**src/rtl/board_ctl_pkg.sv**
```systemverilog
package board_ctl_pkg;
    typedef enum logic [1:0] {ST_IDLE, ST_WRITE, ST_READ} bus_state_t;

    localparam int REG_AW = 3;
    localparam int DW     = 32;

    localparam logic [REG_AW-1:0] A_CTRL     = 3'd0;
    localparam logic [REG_AW-1:0] A_FLASH    = 3'd1;
    localparam logic [REG_AW-1:0] A_REV      = 3'd2;
    localparam logic [REG_AW-1:0] A_DATE     = 3'd3;
    localparam logic [REG_AW-1:0] A_TEST     = 3'd4;
    localparam logic [REG_AW-1:0] A_TEST_INV = 3'd5;

    localparam int          KEY_LSB   = 5;
    localparam logic [2:0]  RESET_KEY = 3'b101;
    localparam int          EEWP_BIT  = 4;
    localparam int          FL_SWWP   = 0;
    localparam int          FL_HWWP   = 1;
    localparam int          FL_OVR    = 2;
    localparam int          FL_BOOTSW = 3;
endpackage

```
**src/rtl/board_ctl_fsm.sv**
```systemverilog
module board_ctl_fsm
    import board_ctl_pkg::*;
(
    input  logic              clk,
    input  logic              rst_n,
    input  logic              req,
    input  logic              we,
    input  logic [REG_AW-1:0] addr,
    input  logic [DW-1:0]     wdata,
    output logic              ack,
    output logic              wr_en,
    output logic              rd_en,
    output logic [REG_AW-1:0] hold_addr,
    output logic [DW-1:0]     hold_wdata
);
    bus_state_t state, state_nx;

    // Transitions: GO_WRITE, GO_READ, DONE
    always_comb begin
        state_nx = state;
        unique case (state)
            ST_IDLE:  if (req) state_nx = we ? ST_WRITE : ST_READ;
            ST_WRITE: state_nx = ST_IDLE;
            ST_READ:  state_nx = ST_IDLE;
            default:  state_nx = ST_IDLE;
        endcase
    end

    always_ff @(posedge clk) begin
        if (!rst_n) state <= ST_IDLE;
        else        state <= state_nx;
    end

    always_ff @(posedge clk) begin
        if (!rst_n) begin
            hold_addr  <= '0;
            hold_wdata <= '0;
        end else if (state == ST_IDLE && req) begin
            hold_addr  <= addr;
            hold_wdata <= wdata;
        end
    end

    always_comb begin
        ack   = 1'b0;
        wr_en = 1'b0;
        rd_en = 1'b0;
        unique case (state)
            ST_IDLE:  ;
            ST_WRITE: begin ack = 1'b1; wr_en = 1'b1; end
            ST_READ:  begin ack = 1'b1; rd_en = 1'b1; end
            default:  ;
        endcase
    end
endmodule

```
**src/rtl/board_ctl_store.sv**
```systemverilog
module board_ctl_store
    import board_ctl_pkg::*;
#(
    parameter int          N_LEDS    = 3,
    parameter logic [7:0]  REV       = 8'h01,
    parameter logic [31:0] DATE_CODE = 32'h2406_1503
) (
    input  logic              clk,
    input  logic              rst_n,
    input  logic              wr_en,
    input  logic              rd_en,
    input  logic [REG_AW-1:0] addr,
    input  logic [DW-1:0]     wdata,
    input  logic              sw_flash_wp,
    input  logic              sw_boot_alt,
    output logic [DW-1:0]     rdata,
    output logic [N_LEDS-1:0] led,
    output logic              eeprom_wp,
    output logic              flash_wp,
    output logic              boot_alt_sel,
    output logic              hard_rst_req
);
    localparam int KEY_W = 3;

    logic          sw_wp_q, ovr_q;
    logic [DW-1:0] date_q, test_q;
    logic          wr_ctrl, wr_flash;

    assign wr_ctrl  = wr_en && (addr == A_CTRL);
    assign wr_flash = wr_en && (addr == A_FLASH);

    for (genvar i = 0; i < N_LEDS; i++) begin : g_led
        always_ff @(posedge clk) begin
            if (!rst_n)       led[i] <= 1'b0;
            else if (wr_ctrl) led[i] <= wdata[i];
        end
    end

    always_ff @(posedge clk) begin
        if (!rst_n) begin
            eeprom_wp <= 1'b1;
            sw_wp_q   <= 1'b0;
            ovr_q     <= 1'b0;
            date_q    <= DATE_CODE;
            test_q    <= '0;
        end else if (wr_en) begin
            if (wr_ctrl) eeprom_wp <= wdata[EEWP_BIT];
            if (wr_flash) begin
                sw_wp_q <= wdata[FL_SWWP];
                ovr_q   <= wdata[FL_OVR];
            end
            if (addr == A_DATE) date_q <= wdata;
            if (addr == A_TEST || addr == A_TEST_INV) test_q <= wdata;
        end
    end

    assign hard_rst_req = wr_ctrl && (wdata[KEY_LSB +: KEY_W] == RESET_KEY);
    assign flash_wp     = sw_flash_wp | sw_wp_q;
    assign boot_alt_sel = sw_boot_alt & ~ovr_q;

    always_comb begin
        rdata = '0;
        if (rd_en) begin
            case (addr)
                A_CTRL: begin
                    rdata[N_LEDS-1:0] = led;
                    rdata[EEWP_BIT]   = eeprom_wp;
                end
                A_FLASH: begin
                    rdata[FL_SWWP]   = sw_wp_q;
                    rdata[FL_HWWP]   = sw_flash_wp;
                    rdata[FL_OVR]    = ovr_q;
                    rdata[FL_BOOTSW] = sw_boot_alt;
                end
                A_REV:      rdata[7:0] = REV;
                A_DATE:     rdata = date_q;
                A_TEST:     rdata = test_q;
                A_TEST_INV: rdata = ~test_q;
                default:    rdata = '0;
            endcase
        end
    end
endmodule

```
**src/rtl/board_ctl_regs.sv**
```systemverilog
module board_ctl_regs
    import board_ctl_pkg::*;
#(
    parameter int          N_LEDS    = 3,
    parameter logic [7:0]  REV       = 8'h01,
    parameter logic [31:0] DATE_CODE = 32'h2406_1503
) (
    input  logic              clk,
    input  logic              rst_n,
    input  logic              req,
    input  logic              we,
    input  logic [2:0]        addr,
    input  logic [31:0]       wdata,
    output logic              ack,
    output logic [31:0]       rdata,
    input  logic              sw_flash_wp,
    input  logic              sw_boot_alt,
    output logic [N_LEDS-1:0] led,
    output logic              eeprom_wp,
    output logic              flash_wp,
    output logic              boot_alt_sel,
    output logic              hard_rst_req
);
    logic              wr_en, rd_en;
    logic [REG_AW-1:0] hold_addr;
    logic [DW-1:0]     hold_wdata;

    board_ctl_fsm u_fsm (
        .clk(clk), .rst_n(rst_n), .req(req), .we(we), .addr(addr),
        .wdata(wdata), .ack(ack), .wr_en(wr_en), .rd_en(rd_en),
        .hold_addr(hold_addr), .hold_wdata(hold_wdata)
    );

    board_ctl_store #(.N_LEDS(N_LEDS), .REV(REV), .DATE_CODE(DATE_CODE)) u_store (
        .clk(clk), .rst_n(rst_n), .wr_en(wr_en), .rd_en(rd_en),
        .addr(hold_addr), .wdata(hold_wdata),
        .sw_flash_wp(sw_flash_wp), .sw_boot_alt(sw_boot_alt),
        .rdata(rdata), .led(led), .eeprom_wp(eeprom_wp), .flash_wp(flash_wp),
        .boot_alt_sel(boot_alt_sel), .hard_rst_req(hard_rst_req)
    );
endmodule

```
**config.mk**
```make
export PLATFORM = sky130hd
export DESIGN_NAME = board_ctl_regs
export DESIGN_NICKNAME = d
export VERILOG_FILES = /design/src/rtl/board_ctl_pkg.sv /design/src/rtl/board_ctl_fsm.sv /design/src/rtl/board_ctl_store.sv /design/src/rtl/board_ctl_regs.sv
export SDC_FILE = /design/constraint.sdc
export NUM_CORES = 1
export LEC_CHECK = 0
export BUFFER_PORTS_ARGS = -buffer_cell sky130_fd_sc_hd__buf_2
export CAP_MARGIN = 15
export CORE_AREA = 8 8 106 108
export DETAILED_ROUTE_END_ITERATION = 10
export DIE_AREA = 0 0 114 116
export PLACE_DENSITY = 0.78
export SLEW_MARGIN = 20
export SYNTH_ARGS = -nofsm -noshare
export SYNTH_HDL_FRONTEND = slang
export SYNTH_SLANG_ARGS = --single-unit
```
**constraint.sdc**
```tcl
create_clock -name clk -period 1.9 [get_ports clk]
set_input_delay 0.095 -clock clk [delete_from_list [all_inputs] [get_ports clk]]
set_output_delay 0.095 -clock clk [all_outputs]
set_load 0.01 [all_outputs]
```
==> flow_metrics.py <==
metrics = {
    "outcome": {
        "status": "finished clean",
    },
    "timing": {
        "clock.fmax_ghz": 0.5421,
        "fin_setup_tns_ns": 0,
        "final-setup-viol-count": 0,
        "fin_crit_ns": 1.845,
        "relSlewSlack_pct": 64.88,
        "period_share_pct": 97.10,
        "finClkSkew_ns": 0.009700,
        "hold_viol_final": 0,
        "worst_slew_pin_slew_ns": 0.5267,
        "rsz0062_at_grt": "no",
        "drv_slew": 0,
    },
    "route": {
        "via_per_inst": 5.208,
        "vias": 4349,
        "drc": 0,
        "wl_um": 12690,
        "drt_iter0_drc": 297,
        "wl_per_cell_um": 15.19,
        "ant_nets": 0,
        "drtPass1Iterations": 5,
    },
    "yosys": {
        "ys_ff_latch": 107,
        "synth_xor_area_share_pct": 5.414,
        "yosys-top-cells-area": "dfxtp_1 (44%), nand2_1 (16%), a21boi_0 (13%)",
        "synth_compound_gate_area_share_pct": 20.13,
        "syn-instance-count": 605,
        "synthFlopType": "dfxtp_1",
        "syn_area_um2": 4853,
        "netlist.top_cell.by_area": "dfxtp_1",
        "async_reset_ff_share_pct": 0,
        "syn_area_per_cell_um2": 8.022,
        "yosys.area_share.adder_pct": 0.7734,
        "yosysUniqueCellTypes": 36,
        "synth_edf_count": 0,
        "ys_warn_count": 0,
        "yosys.area_share.simple_pct": 22.84,
        "synth_top_family_by_area": "simple AND/OR/NAND/NOR gates",
        "yosysSeqAreaShare_pct": 44.14,
        "syn-num-nets": 649,
        "synth_top_area_share_pct": 44.14,
        "synth_mux_area_share_pct": 1.289,
    },
    "cts": {
        "clockBufferDepth": 2,
        "root_buffer": "clkbuf_8",
        "clkLatencyLatePin_ns": 0.37,
        "clock_sinks": 107,
        "cts_tree": "built",
        "h-tree-depth": 3,
        "path_clk_slew_ns": 0.09,
        "cts_buffers": 9,
    },
    "critical_path": {
        "required_ns": 1.80,
        "worstSetupPathType": "reg -> out",
        "timing.rr.end": "u_store.eeprom_wp",
        "ff2ff_path_depth": 6,
        "ff2ff_setup_slack_ns": 0.29,
        "end_kind": "primary output",
        "startpoint": "u_fsm.state[1]",
        "regToRegStartpoint": "u_fsm.state[1]",
        "worstPathArrival_ns": 1.75,
        "crit_fanout": 6,
        "critPathCapture": "hard_rst_req",
        "critPathLaunchType": "flop",
    },
    "global_routing": {
        "antenna_found_initial": 0,
        "grt_pass1_wl_um": 20850,
        "globalRouteOverflowTotal": 0,
        "grt_max_degree": 70,
        "first_global_vias": 4506,
        "grt_use_total_pct": 19.44,
    },
    "final_layout": {
        "n_fill_cell": 850,
        "drive_gt1_share_pct": 18.09,
        "syn_to_final_growth_pct": 22.40,
        "nNetsFinal": 742,
        "insertedDiodeCount": 0,
    },
    "die": {
        "die_w_um": 114,
        "ios": 81,
        "start_util_pct": 50.83,
        "chipHeight_um": 116,
        "core.rowCount": 36,
        "core_um2": 9549,
        "die_area_um2": 13220,
    },
    "power_and_ir_drop": {
        "p_total_mw": 4.187,
        "vdd_drop_max_mv": 0.4240,
        "powerDensity_nw_per_um2": 704.8,
        "p_leak_nw": 2.419,
    },
    "place": {
        "port_buffers": 80,
        "dp_hpwl_um": 8100,
        "gp_congestion": 0.8295,
    },
    "min_path": {
        "holdCritPathClass": "in -> reg",
    },
    "flow_run": {
        "cap_violations": 0,
    },
}
[sequential cells by signal, indices dropped and copies added, names as in the netlist]
signal,flops
u_fsm.hold_wdata,32
u_fsm.hold_addr,3
u_store.date_q,32
u_store.ovr_q,1
u_store.sw_wp_q,1
u_store.eeprom_wp,1
u_store.test_q,32
u_fsm.state,2
u_store.led,3
[layout make-up]
| class | count | area, um2 | area share (%) |
|---|---|---|---|
| multi-input cells | 444 | 2485 | 41.83 |
| flip-flops and latches | 107 | 2156 | 36.29 |
| repair buffers | 132 | 934.6 | 15.73 |
| well taps | 133 | 166.4 | 2.801 |
| clock buffers | 11 | 131.4 | 2.211 |
| clock inverters | 4 | 52.55 | 0.8846 |
| inverters | 4 | 15.01 | 0.2527 |
[worst max-delay path: stages, from the launching register on]
cell	delay (ns)
dfxtp_2	0.35
inv_2	0.08
ha_4	0.15
or4b_4	0.50
nor3_4	0.15
buf_2	0.16
[cell usage in the layout, fill, tap and decap left out, types with 4 or more instances in the layout]
master	Yosys	routed
xor2_1	30	30
a21boi_0	86	86
nand2_1	211	211
clkbuf_8	0	9
buf_2	27	80
dfxtp_1	107	102
dlygate4sd3_1	0	33
a21boi_1	4	4
buf_12	0	4
a22oi_1	27	27
nor2_1	31	31
nand3_1	15	15
mux2i_1	4	4
buf_4	3	12
[cell families (layout without fill, tap and decap cells)]
family	after synthesis	in the layout
muxes	6	6
and+or+nand+nor	274	274
adders and majority gates	3	3
xor gates and xnor gates	30	30
AOI/OAI and AO/OA	131	131
buffers and inverters	54	151
DFF	107	107
[metal layers]
metal  GRT usage [%]  routed length [um]  up-vias
met5               0                   0        -
met2           32.89                6096      135
li1                -                   -     2164
met3           4.950                 822       20
met1           23.25                5511     2030
met4           7.365                 256        0
[worst min-delay path by stage]
stage	start	end	slack, ns	cells after the start
6_report	wdata[19]	u_fsm.hold_wdata[19]	0.02	3
5_1_grt	wdata[19]	u_fsm.hold_wdata[19]	0.008	3
4_1_cts	wdata[19]	u_fsm.hold_wdata[19]	0.002	3
3_5_place_dp	we	u_fsm.state[1]	0.31	2
3_3_place_gp	we	u_fsm.state[1]	0.31	2
2_1_floorplan	req	u_fsm.state[1]	0.19	1
[synth_stat cells, drive strengths merged (3+ instances only)]
master / number
nand2: 211
nand3: 15
nor2: 31
dfxtp: 107
inv: 4
xor2: 30
nor2b: 3
buf: 33
mux2i: 4
o21ai: 3
a21boi: 90
clkbuf: 17
ha: 3
a22oi: 27
[through the flow]
stage	std cells	area, um2	hold slack [ns]	utilization (%)	setup slack, ns
floorplan	605	4853	0.1891	-	0.3383
global placement	786	5361	0.3061	56.15	0.3196
detailed placement	786	5361	0.3130	56.15	0.2517
CTS	835	5897	0.001759	61.75	-0.05024
global route	835	5941	0.007817	62.21	0.01179
finish	835	5941	0.01652	62.21	0.05515
[power by group]
| group | internal [mW] | leakage (nW) | switching, mW |
|---|---|---|---|
| registers | 2.30 | 0.871 | 0.0613 |
| clock network | 0.604 | 0.0816 | 0.749 |
| logic | 0.216 | 1.47 | 0.258 |
| total | 3.12 | 2.42 | 1.07 |
[timing repair]
action / in CTS / in global routing
pin swaps: 0 / 1
endpoints found under the hold margin: 33 / 0
setup endpoints to repair: 24 / 32
gates resized for setup: 5 / 12
buffers inserted: 1 / 0
hold buffers: 33 / 0
No activity file was read; power rests on OpenSTA's default activity.
